File: src/rtl/i2cs_pkg.sv
package i2cs_pkg;
  typedef enum logic [1:0] {
    ENG_START = 2'b00,
    ENG_STOP  = 2'b01,
    ENG_WRITE = 2'b10,
    ENG_READ  = 2'b11
  } eng_op_t;

  typedef enum logic [1:0] {
    XF_WRITE = 2'b00,
    XF_READ  = 2'b01,
    XF_PROBE = 2'b10
  } xfer_op_t;

  typedef enum logic [3:0] {
    PH_IDLE, PH_START1, PH_CHIPW, PH_ADDR, PH_MIDSTOP, PH_START2,
    PH_CHIPR, PH_RDATA, PH_RDOUT, PH_WDATA, PH_ENDSTOP, PH_DONE
  } phase_t;
endpackage

File: src/rtl/i2cs_addr_fold.sv
module i2cs_addr_fold #(
  parameter int         MADDR_W  = 24,
  parameter logic [6:0] OVF_MASK = 7'h03
) (
  input  logic [6:0]         chip,
  input  logic [MADDR_W-1:0] maddr,
  input  logic [1:0]         alen,
  input  logic [1:0]         idx,
  output logic [6:0]         chip_out,
  output logic [7:0]         addr_byte
);
  localparam int NBYTES = (MADDR_W + 7) / 8;
  localparam int PADW   = NBYTES * 8;

  logic [PADW-1:0] padded;
  logic [7:0]      lanes [NBYTES];
  logic [6:0]      high_bits;

  assign padded = PADW'(maddr);

  for (genvar g = 0; g < NBYTES; g++) begin : g_lane
    assign lanes[g] = padded[g*8 +: 8];
  end

  // bits left over above the offset bytes that go on the bus
  assign high_bits = 7'(padded >> {alen, 3'b000});
  assign chip_out  = chip | (high_bits & OVF_MASK);

  always_comb begin
    addr_byte = 8'h00;
    for (int b = 0; b < NBYTES; b++) begin
      if (idx == 2'(b)) addr_byte = lanes[b];
    end
  end
endmodule

File: src/rtl/i2cs_nack_tally.sv
module i2cs_nack_tally #(
  parameter int W = 8
) (
  input  logic         clk,
  input  logic         rst_n,
  input  logic         clr,
  input  logic         hit,
  output logic [W-1:0] count
);
  localparam logic [W-1:0] TOP = '1;

  always_ff @(posedge clk) begin
    if (!rst_n || clr) count <= '0;
    else if (hit && count != TOP) count <= count + W'(1);
  end
endmodule

File: src/rtl/i2c_xfer_seq.sv
module i2c_xfer_seq
  import i2cs_pkg::*;
#(
  parameter int         MADDR_W  = 24,
  parameter int         LEN_W    = 8,
  parameter logic [6:0] OVF_MASK = 7'h03
) (
  input  logic               clk,
  input  logic               rst_n,
  input  logic               start,
  input  logic [1:0]         xfer_op,
  input  logic [6:0]         chip_addr,
  input  logic [MADDR_W-1:0] mem_addr,
  input  logic [1:0]         addr_len,
  input  logic [LEN_W-1:0]   xfer_len,
  output logic               busy,
  output logic               done,
  output logic               err,
  output logic               present,
  output logic [LEN_W-1:0]   fail_cnt,
  input  logic               wr_valid,
  output logic               wr_ready,
  input  logic [7:0]         wr_data,
  output logic               rd_valid,
  input  logic               rd_ready,
  output logic [7:0]         rd_data,
  output logic               cmd_valid,
  input  logic               cmd_ready,
  output logic [1:0]         cmd_op,
  output logic [7:0]         cmd_data,
  output logic               cmd_nack,
  input  logic               rsp_valid,
  input  logic               rsp_nack,
  input  logic [7:0]         rsp_data
);
  localparam logic [LEN_W-1:0] ONE = LEN_W'(1);

  phase_t             ph;
  logic               wait_rsp;
  xfer_op_t           op_q;
  logic [6:0]         chip_q;
  logic [MADDR_W-1:0] maddr_q;
  logic [1:0]         alen_q;
  logic [1:0]         aidx_q;
  logic [LEN_W-1:0]   left_q;
  logic [7:0]         rd_q;
  logic               err_q, present_q;

  logic [6:0] chip_fold, chip_read;
  logic [7:0] addr_byte;
  logic       accept_go, got_rsp, tally_hit;

  i2cs_addr_fold #(.MADDR_W(MADDR_W), .OVF_MASK(OVF_MASK)) u_fold (
    .chip(chip_q), .maddr(maddr_q), .alen(alen_q), .idx(aidx_q),
    .chip_out(chip_fold), .addr_byte(addr_byte)
  );

  assign accept_go = start && (ph == PH_IDLE);
  assign got_rsp   = wait_rsp && rsp_valid;
  assign tally_hit = got_rsp && (ph == PH_WDATA) && rsp_nack;

  i2cs_nack_tally #(.W(LEN_W)) u_tally (
    .clk(clk), .rst_n(rst_n), .clr(accept_go), .hit(tally_hit), .count(fail_cnt)
  );

  assign chip_read = (op_q == XF_PROBE) ? chip_q : chip_fold;

  // command presented to the engine for the current phase
  always_comb begin
    cmd_valid = 1'b0;
    cmd_op    = ENG_START;
    cmd_data  = 8'h00;
    cmd_nack  = 1'b0;
    wr_ready  = 1'b0;
    if (!wait_rsp) begin
      unique case (ph)
        PH_START1, PH_START2: begin
          cmd_valid = 1'b1;
          cmd_op    = ENG_START;
        end
        PH_MIDSTOP, PH_ENDSTOP: begin
          cmd_valid = 1'b1;
          cmd_op    = ENG_STOP;
        end
        PH_CHIPW: begin
          cmd_valid = 1'b1;
          cmd_op    = ENG_WRITE;
          cmd_data  = {chip_fold, 1'b0};
        end
        PH_CHIPR: begin
          cmd_valid = 1'b1;
          cmd_op    = ENG_WRITE;
          cmd_data  = {chip_read, 1'b1};
        end
        PH_ADDR: begin
          cmd_valid = 1'b1;
          cmd_op    = ENG_WRITE;
          cmd_data  = addr_byte;
        end
        PH_RDATA: begin
          cmd_valid = 1'b1;
          cmd_op    = ENG_READ;
          cmd_nack  = (left_q == ONE);
        end
        PH_WDATA: begin
          cmd_valid = wr_valid;
          cmd_op    = ENG_WRITE;
          cmd_data  = wr_data;
          wr_ready  = cmd_ready;
        end
        default: ;
      endcase
    end
  end

  always_ff @(posedge clk) begin
    if (!rst_n) begin
      ph        <= PH_IDLE;
      wait_rsp  <= 1'b0;
      op_q      <= XF_WRITE;
      chip_q    <= '0;
      maddr_q   <= '0;
      alen_q    <= '0;
      aidx_q    <= '0;
      left_q    <= '0;
      rd_q      <= '0;
      err_q     <= 1'b0;
      present_q <= 1'b0;
    end else begin
      if (cmd_valid && cmd_ready) wait_rsp <= 1'b1;
      if (got_rsp) wait_rsp <= 1'b0;

      unique case (ph)
        PH_IDLE: if (accept_go) begin
          op_q      <= xfer_op_t'(xfer_op);
          chip_q    <= chip_addr;
          maddr_q   <= mem_addr;
          alen_q    <= addr_len;
          left_q    <= xfer_len;
          err_q     <= 1'b0;
          present_q <= 1'b0;
          ph        <= PH_START1;
        end
        PH_START1: if (got_rsp) begin
          if (op_q == XF_PROBE || (op_q == XF_READ && alen_q == 2'd0)) ph <= PH_CHIPR;
          else ph <= PH_CHIPW;
        end
        PH_CHIPW: if (got_rsp) begin
          if (rsp_nack) begin
            err_q <= 1'b1;
            ph    <= PH_ENDSTOP;
          end else if (alen_q != 2'd0) begin
            aidx_q <= alen_q - 2'd1;
            ph     <= PH_ADDR;
          end else begin
            ph <= (left_q == '0) ? PH_ENDSTOP : PH_WDATA;
          end
        end
        PH_ADDR: if (got_rsp) begin
          if (rsp_nack) begin
            err_q <= 1'b1;
            ph    <= PH_DONE;
          end else if (aidx_q != 2'd0) begin
            aidx_q <= aidx_q - 2'd1;
          end else if (op_q == XF_READ) begin
            ph <= PH_MIDSTOP;
          end else begin
            ph <= (left_q == '0) ? PH_ENDSTOP : PH_WDATA;
          end
        end
        PH_MIDSTOP: if (got_rsp) ph <= PH_START2;
        PH_START2:  if (got_rsp) ph <= PH_CHIPR;
        PH_CHIPR: if (got_rsp) begin
          if (op_q == XF_PROBE) begin
            present_q <= !rsp_nack;
            ph        <= PH_ENDSTOP;
          end else begin
            ph <= (left_q == '0) ? PH_ENDSTOP : PH_RDATA;
          end
        end
        PH_RDATA: if (got_rsp) begin
          rd_q <= rsp_data;
          ph   <= PH_RDOUT;
        end
        PH_RDOUT: if (rd_ready) begin
          left_q <= left_q - ONE;
          ph     <= (left_q == ONE) ? PH_ENDSTOP : PH_RDATA;
        end
        PH_WDATA: if (got_rsp) begin
          left_q <= left_q - ONE;
          if (left_q == ONE) ph <= PH_ENDSTOP;
        end
        PH_ENDSTOP: if (got_rsp) ph <= PH_DONE;
        PH_DONE:    ph <= PH_IDLE;
        default:    ph <= PH_IDLE;
      endcase
    end
  end

  assign busy     = (ph != PH_IDLE);
  assign done     = (ph == PH_DONE);
  assign err      = err_q;
  assign present  = present_q;
  assign rd_valid = (ph == PH_RDOUT);
  assign rd_data  = rd_q;
endmodule

File: config.mk
export PLATFORM = sky130hd
export DESIGN_NAME = i2c_xfer_seq
export DESIGN_NICKNAME = d
export VERILOG_FILES = /design/src/rtl/i2cs_pkg.sv /design/src/rtl/i2cs_addr_fold.sv /design/src/rtl/i2cs_nack_tally.sv /design/src/rtl/i2c_xfer_seq.sv
export SDC_FILE = /design/constraint.sdc
export NUM_CORES = 1
export LEC_CHECK = 0
export ABC_AREA = 1
export BUFFER_PORTS_ARGS = -buffer_cell sky130_fd_sc_hd__buf_2
export CAP_MARGIN = 25
export CORE_UTILIZATION = 45
export DETAILED_ROUTE_END_ITERATION = 16
export HOLD_SLACK_MARGIN = 0.1
export PLACE_DENSITY = 0.7
export SLEW_MARGIN = 20
export SYNTH_ARGS = -nofsm -noshare
export SYNTH_HDL_FRONTEND = slang
export SYNTH_SLANG_ARGS = --single-unit
File: constraint.sdc
create_clock -name clk -period 1.9 [get_ports clk]
set_input_delay 0.38 -clock clk [delete_from_list [all_inputs] [get_ports clk]]
set_output_delay 0.38 -clock clk [all_outputs]
set_load 0.01 [all_outputs]
---- Word level (Yosys, flattened, before mapping) ----
Cells that the tools add are included.
operators by class
  shift-type cells ........................ 1
  bitwise logic cells ..................... 2
  equality and inequality tests ........... 37
  reductions and logical operators ........ 34
  $add $sub $neg .......................... 4
  muxes and demuxes ....................... 55
operators with widths
  kind                                                   number
  2-to-1 mux 4 bit                                       20
  2-to-1 mux 8 bit                                       7
  one-hot mux 4 bit (11 select lines)                    1
  one-hot mux 8 bit (4 select lines)                     1
  inequality test 2 bit, second input constant           14
  one-hot mux 8 bit (3 select lines)                     1
  >> shifter 24 x 5 -> 2 bit                             1
  equality test 4 x 3 -> 1 bit, second input constant    4
  equality test 4 bit, second input constant             4
  2-to-1 mux 2 bit                                       8
  AND reduction 13 bit                                   1
  AND reduction 4 bit                                    3
  2-to-1 mux 1 bit                                       10
  inequality test 2 x 1 -> 1 bit, second input constant  5
  nonzero test 2 bit                                     5
  adder 8 x 1 -> 8 bit, second input constant            1
  equality test 4 x 2 -> 1 bit, second input constant    2
  equality test 8 x 1 -> 1 bit, second input constant    1
  logical NOT 8 bit                                      1
  inequality test 8 bit, second input constant           1
  OR reduction 8 bit                                     1
  subtractor 8 x 1 -> 8 bit, second input constant       1
  logical AND 1 bit                                      7
  2-to-1 mux 7 bit                                       1
  other kinds (21)                                       32
storage, ports and cells
  output and inout port bits .............. 34
  flip-flop bits (word level) ............. 68
  word-level logic and storage cells ...... 145

---- Logic depth before layout (Yosys ltp) ----
Gate-level depths: netlist (run 1).
  depth in word-level cells ............... 7
  mapped depth ............................ 11

---- Modules after synthesis ----
A second synthesis (run 1) with hierarchy kept.
second synthesis, totals
  cells, all modules ...................... 625
  area total of the unflattened synthesis .. 3903.7 sq um
by module, submodules not included
  module           times used  area each (sq um)  cells each  sequential area each (sq um)
  i2c_xfer_seq     1           3155.5             490         1201.2
  i2cs_nack_tally  1           456.7              71          160.2
  i2cs_addr_fold   1           291.5              64          0.0

---- Least setup slack after synthesis (run 1) ----
No wires, ideal clock.
  path type ............................... reg2out
  from .................................... register aidx_q[1]
  to ...................................... output cmd_data[1]
  slack ................................... -10 ps
  path buffers ............................ 1
  arrival time ............................ 1530 ps
  cell stages (with the launch flop) ...... 9
  cells stage by stage .................... dfxtp_1 inv_1 ha_1 clkbuf_1 nor2_1 nand2_1 a21oi_1 a22oi_1 a21oi_1
between the ends
  longest elaborated chain between the ends .. 6
  elaborated cells on any way between the ends .. 8
ends and longest elaborated chain
  element                               line                  RTL
  from (decl)                           i2c_xfer_seq.sv:44    logic [1:0] aidx_q;
  from (signal assigned)                i2c_xfer_seq.sv:153   aidx_q <= alen_q - 2'd1;
  from (signal assigned)                i2c_xfer_seq.sv:164   aidx_q <= aidx_q - 2'd1;
  logical NOT 2 bit                     i2cs_addr_fold.sv:32  if (idx == 2'(b)) addr_byte = lanes[b];
  2-to-1 mux 8 bit (2 in series)        i2cs_addr_fold.sv:32
  2-to-1 mux 8 bit *                    i2cs_addr_fold.sv:32
  one-hot mux 8 bit (4 select lines) *  i2c_xfer_seq.sv:76    unique case (ph)
  2-to-1 mux 8 bit *                    i2c_xfer_seq.sv:75    if (!wait_rsp) begin
  to (decl)                             i2c_xfer_seq.sv:30    output logic [7:0] cmd_data,
Every way passes the cells marked *; elsewhere a longest branch is shown, timed or not.

---- Final worst setup path (run 1) ----
  from .................................... register aidx_q[0]
  to ...................................... output cmd_data[1]
The elaborated chain is that of the path after synthesis.

==> impl_metrics.py, run 1 <==
metrics = {
    "run_status": {
        "run_status": "finished, violations left",
        "violations": "negative setup slack",
    },
    "pwr": {
        "power.share.combinational_pct": 57.1,
        "switching_power_w": 0.003951,
        "p_leak_nw": 2.429,
        "clkPwrFrac_pct": 15.9,
        "internal_power_w": 0.004692,
        "pwr-share-seq_pct": 27.0,
        "power_density_mw_per_mm2": 1601,
        "max-vdd-ir-drop_mv": 0.6463,
        "swShare_pct": 45.72,
    },
    "placed_design": {
        "pre_cts_ws_ns": -0.007605,
        "gp_congestion": 0.9497,
        "dp_hpwl_um": 8266,
        "portBuffers": 100,
    },
    "sta": {
        "relSlewSlack_pct": 73.28,
        "finalSetupViolCount": 10,
        "hold_slack_ns": 0.2816,
        "rsz0062_at_grt": "yes",
        "timing.final.ws_setup_ns": -0.3056,
        "fin_crit_ns": 2.206,
        "fin_crit_sh_pct": 116.1,
        "hold_violations": 0,
        "finalMaxSlewViolations": 0,
        "fin_skew_ns": 0.01063,
        "tightest_slew_ns": 0.3993,
        "fmax_mhz": 453.4,
    },
    "yosys": {
        "netlist.area_leader.share_pct": 35.88,
        "synthTopCellsByCount": "nand2_1 (121), a21oi_1 (96), dfxtp_1 (68), inv_1 (67), o21ai_0 (61)",
        "syn_nets": 648,
        "syn_avg_cell_area_um2": 6.621,
        "ys_ff_latch": 68,
        "syn-cell-area_mm2": 0.003794,
        "synth_edf_count": 0,
        "syn_inst": 573,
        "synth_cell_types": 33,
        "synth_flop_cell": "dfxtp_1",
        "ys_seq_area_share_pct": 35.88,
        "synth_area_leaders": "dfxtp_1 (36%), a21oi_1 (13%), nand2_1 (12%)",
        "synth_most_common_cell": "nand2_1",
        "async_reset_ff_share_pct": 0,
        "yosysTopAreaCell": "dfxtp_1",
        "ys.warnings.count": 0,
    },
    "critical_path": {
        "critPathRequiredTime_ns": 1.52,
        "startpoint": "aidx_q[0]",
        "rr_startpoint": "ph[0]",
        "cpPeakStageDelay_ns": 0.34,
        "critPathCaptureType": "output port",
        "crit_chain": "buf_6 > ha_4 > nor2_4 > nand2_2 > a21oi_2 > a22oi_1 > a21oi_1 > buf_2",
        "r2r_end": "ph[3]",
        "rrSetupSlack_ns": 0.01,
        "slowest_stage": "dfxtp_2",
        "reg2regPathDepth": 11,
        "critPathArrivalTime_ns": 1.83,
        "crit_fanout": 6,
        "worstSetupPathType": "reg2out",
        "start_kind": "flip-flop",
        "crit_end": "cmd_data[1]",
    },
    "finish": {
        "drive_gt1_share_pct": 36.28,
        "regArea_mm2": 0.001379,
        "syn_to_final_growth_pct": 42.35,
        "fin_nets": 795,
        "fillers": 721,
        "multi_input_area_mm2": 0.002327,
        "n_antenna_cell": 0,
    },
    "global_route": {
        "grt_first_pass_wirelength_um": 18880,
        "grt_max_degree": 44,
        "track_usage_pct": 27.78,
        "first_global_vias": 4022,
        "grt_antenna_before_repair": 0,
        "overflow": 0,
    },
    "cts": {
        "insertion_delay_ns": 0.36,
        "cts_hold_buffers": 0,
        "cts_max_level": 3,
        "clk_pin_slew_ns": 0.08,
        "clock-sinks": 68,
        "root_buffer": "clkbuf_8",
        "cts_buffer_depth": 2,
        "numCtsBuffers": 9,
        "tritoncts": "built",
    },
    "route": {
        "remaining_drc_errors": 0,
        "ant_nets": 0,
        "drt-wirelength-per-cell_um": 14.65,
        "drtPass1Iterations": 4,
        "drt-total-wl_um": 12160,
        "vias": 4398,
        "first_iter_violations": 190,
        "vias_per_cell": 5.299,
    },
    "die": {
        "core_mm2": 0.008175,
        "start_util_pct": 46.40,
        "die-area_mm2": 0.008801,
        "dieWidth_um": 93.82,
        "die_y_um": 93.82,
        "rows": 33,
        "io_pins": 101,
    },
    "worst_hold_path": {
        "hp-class": "in2reg",
    },
    "run": {
        "max-cap-violations": 0,
    },
}
-- placed cells by master (no fill, tap or decap), drive strengths merged, types with 2 or more instances in the layout --
master	count
nand2	129
nand3b	4
nand4	3
clkbuf	9
a21oi	96
o31ai	3
or2	4
buf	156
xnor2	2
bufinv	2
inv	76
clkinv	4
o22ai	2
nor3	3
o21ai	65
a22oi	4
ha	8
dfxtp	68
nor2	49
xor2	3
nand3	31
-- how the worst min path moves through the flow --
stage / from / endpoint / slack, ns / cells after the start
2_1_floorplan: maddr_q[18] / maddr_q[18] / 0.42 / 2
3_3_place_gp: present / present / 0.43 / 2
3_5_place_dp: maddr_q[7] / maddr_q[7] / 0.44 / 2
4_1_cts: cmd_ready / wait_rsp / 0.27 / 3
5_1_grt: cmd_ready / wait_rsp / 0.28 / 3
6_report: cmd_ready / wait_rsp / 0.28 / 3
-- power by group through the flow --
stage	Clock, W	Combinational (W)	Sequential [W]
4_1_cts	0.00138	0.00433	0.00228
3_3_place_gp	0	0.00362	0.00223
6_report	0.00138	0.00494	0.00233
5_1_grt	0.00145	0.00540	0.00238
3_5_place_dp	0	0.00366	0.00225
2_1_floorplan	0	0.00259	0.00212
-- state kept, by name (all words and copies together) (netlist names), 2 cells and up --
register	count
chip_q	7
aidx_q	2
rd_data	8
left_q	8
op_q	2
ph	4
alen_q	2
u_tally.count	8
maddr_q	24
-- repair_timing --
action / in CTS / in global routing
endpoints found under the setup margin: 13 / 26
setup buffers: 18 / 13
pin swaps: 19 / 12
gates resized for setup: 76 / 42
-- cell type report --
type	instances	area share (%)
inverter	76	5.746
timing repair buffer	156	19.07
multi-input combinational	409	43.10
tap	105	2.433
sequential	68	25.53
clock buffer	9	2.294
clock inverter	7	1.830
-- cell families after synthesis --
family,Yosys count,synth area share [%]
adder cells (fa/ha/maj),8,2.639
AND/OR/NAND/NOR,224,26.65
AO/OA/AOI/OAI,172,23.68
XOR/XNOR,5,1.155
buffers and inverters,96,9.993
flip-flops,68,35.88
-- routing by layer --
metal	global-route usage (%)	share of wire (%)	vias to the layer above
li1	-	-	2173
met1	35.36	43	2001
met2	43.37	46	180
met3	4.531	5.8	44
met4	17.82	5.1	0
met5	0	0	-
-- worst max-delay path, delay by kind of cell, from the launching register on --
family                   cells  cell delay, ns
buffers and inverters        2            0.27
AND/OR/NAND/NOR              2            0.30
adder cells (fa/ha/maj)      1            0.16
AO/OA/AOI/OAI                3            0.39
flip-flops                   1            0.34
-- stage by stage --
step	power, W	area, um^2	std cells	setup TNS (ns)	utilization, %
after CTS	0.007992	5170	819	-1.718	63.24
after detailed placement	0.005905	4559	785	-0.01361	55.77
after global routing	0.009232	5400	830	-3.329	66.05
after floorplan	0.004711	3796	573	0	-
after global placement	0.005849	4559	785	0	55.77
final	0.008643	5400	830	-2.398	66.05
No activity file was read; power rests on OpenSTA's default activity.
==> inputs of run 2 (changes only) <==
Settings changed: PLACE_DENSITY 0.7 to 0.79.
==> impl_metrics.py, run 2 (synthesis results as in run 1) <==
metrics = {
    "run_status": {
        "run_status": "finished, violations left",
        "violations": "negative setup slack",
    },
    "finish": {
        "top_register": "maddr_q",
        "fillers": 692,
        "drive_gt1_share_pct": 34.17,
        "largest_reg_flops": 24,
        "stdcell_count": 822,
        "fin_nets": 787,
        "layout.cells.most_common": "nand2_1",
        "layout_common_cells": "nand2_1 (110), buf_2 (98), a21oi_1 (81)",
        "final_core_util_pct": 63.62,
        "syn_to_final_growth_pct": 37.10,
        "n_antenna_cell": 0,
    },
    "route": {
        "remaining_drc_errors": 0,
        "first_iter_violations": 365,
        "drtPass1Iterations": 5,
        "ant_nets": 0,
        "vias_per_cell": 5.279,
        "vias": 4339,
        "drt-wirelength-per-cell_um": 14.15,
        "drt-total-wl_um": 11630,
    },
    "run": {
        "max-cap-violations": 0,
    },
    "critical_path": {
        "cpPeakStageDelay_ns": 0.37,
        "critPathArrivalTime_ns": 1.89,
        "crit_chain": "inv_4 > ha_2 > inv_1 > o21ai_0 > a21oi_2 > a21oi_2 > a21oi_2 > buf_2",
        "slowest_stage": "dfxtp_4",
        "crit_top_cell": "a21oi_2",
        "critPathCaptureType": "output port",
        "worstSetupPathType": "reg2out",
        "start_kind": "flip-flop",
        "crit_fanout": 5,
        "critPathRequiredTime_ns": 1.52,
        "rrSetupSlack_ns": -0.04,
    },
    "cts": {
        "cts_buffer_depth": 2,
        "clk_pin_slew_ns": 0.08,
        "root_buffer": "clkbuf_8",
        "numCtsBuffers": 9,
        "insertion_delay_ns": 0.36,
        "cts_max_level": 3,
        "tritoncts": "built",
        "cts_hold_buffers": 0,
        "clock-sinks": 68,
    },
    "placed_design": {
        "gp_congestion": 0.9271,
        "dp_cells": 781,
        "dp_hpwl_um": 7844,
        "portBuffers": 100,
    },
    "sta": {
        "fin_crit_sh_pct": 119.4,
        "finalMaxSlewViolations": 0,
        "fmax_mhz": 440.7,
        "finalSetupViolCount": 13,
        "relSlewSlack_pct": 72.22,
        "timing.final.ws_setup_ns": -0.3689,
        "rsz0062_at_grt": "yes",
        "fin_crit_ns": 2.269,
        "hold_violations": 0,
        "tightest_slew_ns": 0.4152,
        "fin_skew_ns": 0.01477,
    },
    "global_route": {
        "track_usage_pct": 26.24,
        "grt_max_degree": 71,
        "overflow": 0,
        "first_global_vias": 4042,
        "grt_antenna_before_repair": 0,
        "grt_first_pass_wirelength_um": 18010,
    },
    "pwr": {
        "switching_power_w": 0.003667,
        "power_density_mw_per_mm2": 1527,
        "pwr-share-seq_pct": 28.8,
        "clkPwrFrac_pct": 15.7,
        "internal_power_w": 0.004274,
        "power.share.combinational_pct": 55.5,
        "p_leak_nw": 2.338,
        "max-vdd-ir-drop_mv": 0.6621,
        "swShare_pct": 46.18,
    },
    "worst_hold_path": {
        "hp-class": "in2reg",
    },
    "die": {
        "core_mm2": 0.008175,
        "die_y_um": 93.82,
        "die-area_mm2": 0.008801,
        "start_util_pct": 46.40,
        "rows": 33,
        "dieWidth_um": 93.82,
        "io_pins": 101,
    },
}
## run 2: layer usage
metal | track usage [%] | vias up | share of wire (%)
li1 | - | 2150 | -
met1 | 31.99 | 1966 | 43
met2 | 42.52 | 185 | 49
met3 | 5.097 | 38 | 5.5
met4 | 15.90 | 0 | 3.1
met5 | 0 | - | 0
## run 2: power by group through the flow
stage | sequential, W | combinational [W] | clock [W]
5_1_grt | 0.00232 | 0.00485 | 0.00135
3_5_place_dp | 0.00223 | 0.00355 | 0
4_1_cts | 0.00223 | 0.00391 | 0.00129
6_report | 0.00228 | 0.00441 | 0.00125
2_1_floorplan | 0.00212 | 0.00259 | 0
3_3_place_gp | 0.00221 | 0.00346 | 0
## run 2: area by class of cell
type | instances | area (um^2) | area share [%]
Multi-Input combinational cell | 409 | 2243 | 43.13
Sequential cell | 68 | 1379 | 26.51
Timing Repair Buffer | 148 | 939.7 | 18.07
Inverter | 76 | 302.8 | 5.821
Tap cell | 105 | 131.4 | 2.526
Clock buffer | 9 | 123.9 | 2.382
Clock inverter | 7 | 81.33 | 1.564
## run 2: through the flow
stage                     cell area [um^2]  total power, W  setup slack (ns)  hold slack, ns  TNS [ns]
after floorplan                       3796        0.004711           0.07386          0.4205         0
after global placement                4529        0.005676          -0.01246          0.4319  -0.01246
after detailed placement              4529        0.005784           -0.1348          0.4351   -0.1652
after CTS                             4990        0.007434           -0.2836          0.2711    -2.302
after global routing                  5201        0.008528           -0.4392          0.2836    -3.773
final                                 5201        0.007941           -0.3689          0.2895    -2.850
## run 2: path summary, 6_finish.rpt
path,endpoint,cells after the start,startpoint
worst max-delay path,cmd_data[2],8,aidx_q[0]
worst min-delay path,rd_data[0],3,rsp_data[0]
worst max register to register,ph[2],11,ph[1]
worst min register to register,present,2,present
## run 2: what timing repair did
| item | 4_1_cts | 5_1_grt |
|---|---|---|
| endpoints found under the setup margin | 13 | 15 |
| pin swaps | 11 | 20 |
| resized for setup | 38 | 43 |
| buffers inserted | 17 | 8 |
## run 2: critical path, delay by kind of cell, from the launching register on
family                     cells  cell delay [ns]
DFF                            1             0.37
buffers and inverters          3             0.32
AOI/OAI and AO/OA              4             0.61
adders and majority gates      1             0.22
==> inputs of run 3 (changes only) <==
==> constraint.sdc (replaced) <==
create_clock -name clk -period 1.9 [get_ports clk]
set_input_delay 0.285 -clock clk [delete_from_list [all_inputs] [get_ports clk]]
set_output_delay 0.285 -clock clk [all_outputs]
set_load 0.01 [all_outputs]
==> impl_metrics.py, run 3 (synthesis results as in run 1) <==
metrics = {
    "route": {
        "vias_per_cell": 5.287,
        "drt-total-wl_um": 11380,
        "remaining_drc_errors": 1,
        "vias": 4298,
        "ant_nets": 0,
        "drtPass1Iterations": 11,
        "drt-wirelength-per-cell_um": 14.00,
        "first_iter_violations": 315,
    },
    "finish": {
        "stdcell_count": 813,
        "largest_reg_flops": 24,
        "syn_to_final_growth_pct": 34.56,
        "fin_nets": 778,
        "top_register": "maddr_q",
        "layout_common_cells": "nand2_1 (112), buf_2 (98), a21oi_1 (86)",
        "layout.cells.most_common": "nand2_1",
        "n_antenna_cell": 0,
        "final_core_util_pct": 62.44,
        "drive_gt1_share_pct": 32.77,
    },
    "worst_hold_path": {
        "hold_depth": 3,
        "hp-class": "in2reg",
    },
    "die": {
        "core_mm2": 0.008175,
        "rows": 33,
        "io_pins": 101,
        "die_y_um": 93.82,
        "start_util_pct": 46.40,
        "dieWidth_um": 93.82,
        "die-area_mm2": 0.008801,
    },
    "global_route": {
        "grt_first_pass_wirelength_um": 17800,
        "overflow": 0,
        "use_met1_pct": 31.99,
        "grt_max_degree": 71,
        "globalRouteMet2Util_pct": 42.46,
        "track_usage_pct": 25.44,
        "grt_util_met3_pct": 5.906,
        "grt_antenna_before_repair": 0,
        "first_global_vias": 3927,
        "top_usage_layer": "met2",
    },
    "critical_path": {
        "crit_fanout": 6,
        "rr_startpoint": "ph[2]",
        "critPathCaptureType": "output port",
        "critPathArrivalTime_ns": 1.86,
        "start_kind": "flip-flop",
        "crit_end": "cmd_data[1]",
        "critPathRequiredTime_ns": 1.62,
        "rrSetupSlack_ns": 0.10,
        "reg2regPathDepth": 8,
        "startpoint": "aidx_q[0]",
        "worstSetupPathType": "reg2out",
        "r2r_end": "aidx_q[0]",
    },
    "run_status": {
        "violations": "design-rule violations, negative setup slack",
        "run_status": "finished, violations left",
    },
    "cts": {
        "clock-sinks": 68,
        "insertion_delay_ns": 0.35,
        "cts_max_level": 3,
        "clk_pin_slew_ns": 0.08,
        "tritoncts": "built",
        "numCtsBuffers": 9,
        "cts_buffer_depth": 2,
        "root_buffer": "clkbuf_8",
        "cts_hold_buffers": 0,
    },
    "pwr": {
        "clkPwrFrac_pct": 14.2,
        "power.share.combinational_pct": 56.5,
        "switching_power_w": 0.003675,
        "fin_total_pwr_w": 0.007769,
        "max-vdd-ir-drop_mv": 0.5838,
        "p_leak_nw": 2.301,
        "swShare_pct": 47.30,
        "internal_power_w": 0.004094,
        "power_density_mw_per_mm2": 1522,
        "pwr-share-seq_pct": 29.3,
    },
    "sta": {
        "finalSetupViolCount": 9,
        "rsz0062_at_grt": "yes",
        "fin_crit_ns": 2.144,
        "hold_slack_ns": 0.1957,
        "hold_violations": 0,
        "fin_crit_sh_pct": 112.9,
        "tightest_slew_ns": 0.4803,
        "timing.final.ws_setup_ns": -0.2442,
        "finalMaxSlewViolations": 0,
        "fin_skew_ns": 0.01043,
        "fmax_mhz": 466.4,
        "setup-tns-final_ns": -1.310,
        "relSlewSlack_pct": 67.78,
    },
    "placed_design": {
        "portBuffers": 100,
        "gp_congestion": 0.9471,
        "dp_hpwl_um": 7959,
        "dp_cells": 775,
    },
    "run": {
        "max-cap-violations": 0,
    },
}
## run 3: worst min-delay path by stage
stage                startpoint           to  slack [ns]
finish                cmd_ready     wait_rsp        0.20
global route          cmd_ready     wait_rsp        0.20
CTS                   cmd_ready     wait_rsp        0.19
detailed placement    chip_q[6]    chip_q[6]        0.43
global placement      chip_q[6]    chip_q[6]        0.43
floorplan           maddr_q[18]  maddr_q[18]        0.42
## run 3: critical path: stages, from the launching register on
cell	delay, ns
dfxtp_4	0.38
inv_4	0.08
ha_4	0.14
inv_4	0.04
nor2_4	0.17
nand2_1	0.09
a21oi_1	0.18
a22oi_1	0.11
a21oi_1	0.16
buf_2	0.16
## run 3: timing repair
action | CTS | global route
setup endpoints to repair | 14 | 15
gates resized for setup | 42 | 43
endpoints found under the hold margin | 0 | 0
buffers inserted | 12 | 12
pin swaps | 16 | 20
## run 3: cell type report
type | instances | area, um^2
Timing Repair Buffer | 139 | 848.3
Multi-Input combinational cell | 409 | 2256
Clock inverter | 7 | 56.30
Fill cell | 729 | 3070
Sequential cell | 68 | 1381
Clock buffer | 9 | 123.9
Inverter | 76 | 307.8
Tap cell | 105 | 131.4
## run 3: power groups by stage
stage               sequential (W)  combinational [W]  clock (W)
global placement           0.00221            0.00347          0
detailed placement         0.00223            0.00355          0
CTS                        0.00222            0.00382    0.00112
global route               0.00233            0.00483    0.00120
finish                     0.00228            0.00439    0.00110
floorplan                  0.00212            0.00258          0
## run 3: metrics by stage
| step | worst slack, ns | instance area (um^2) |
|---|---|---|
| finish | -0.2442 | 5105 |
| global route | -0.3129 | 5105 |
| CTS | -0.1534 | 4855 |
| detailed placement | 0.07349 | 4482 |
| global placement | 0.1428 | 4482 |
| floorplan | 0.08476 | 3794 |
## run 3: layer usage
| layer | wire length, um | share of wire, % | up-vias |
|---|---|---|---|
| met5 | 0 | 0 | - |
| met4 | 214 | 1.9 | 0 |
| met3 | 830 | 7.3 | 25 |
| met2 | 5554 | 49 | 180 |
| met1 | 4779 | 42 | 1958 |
| li1 | - | - | 2135 |
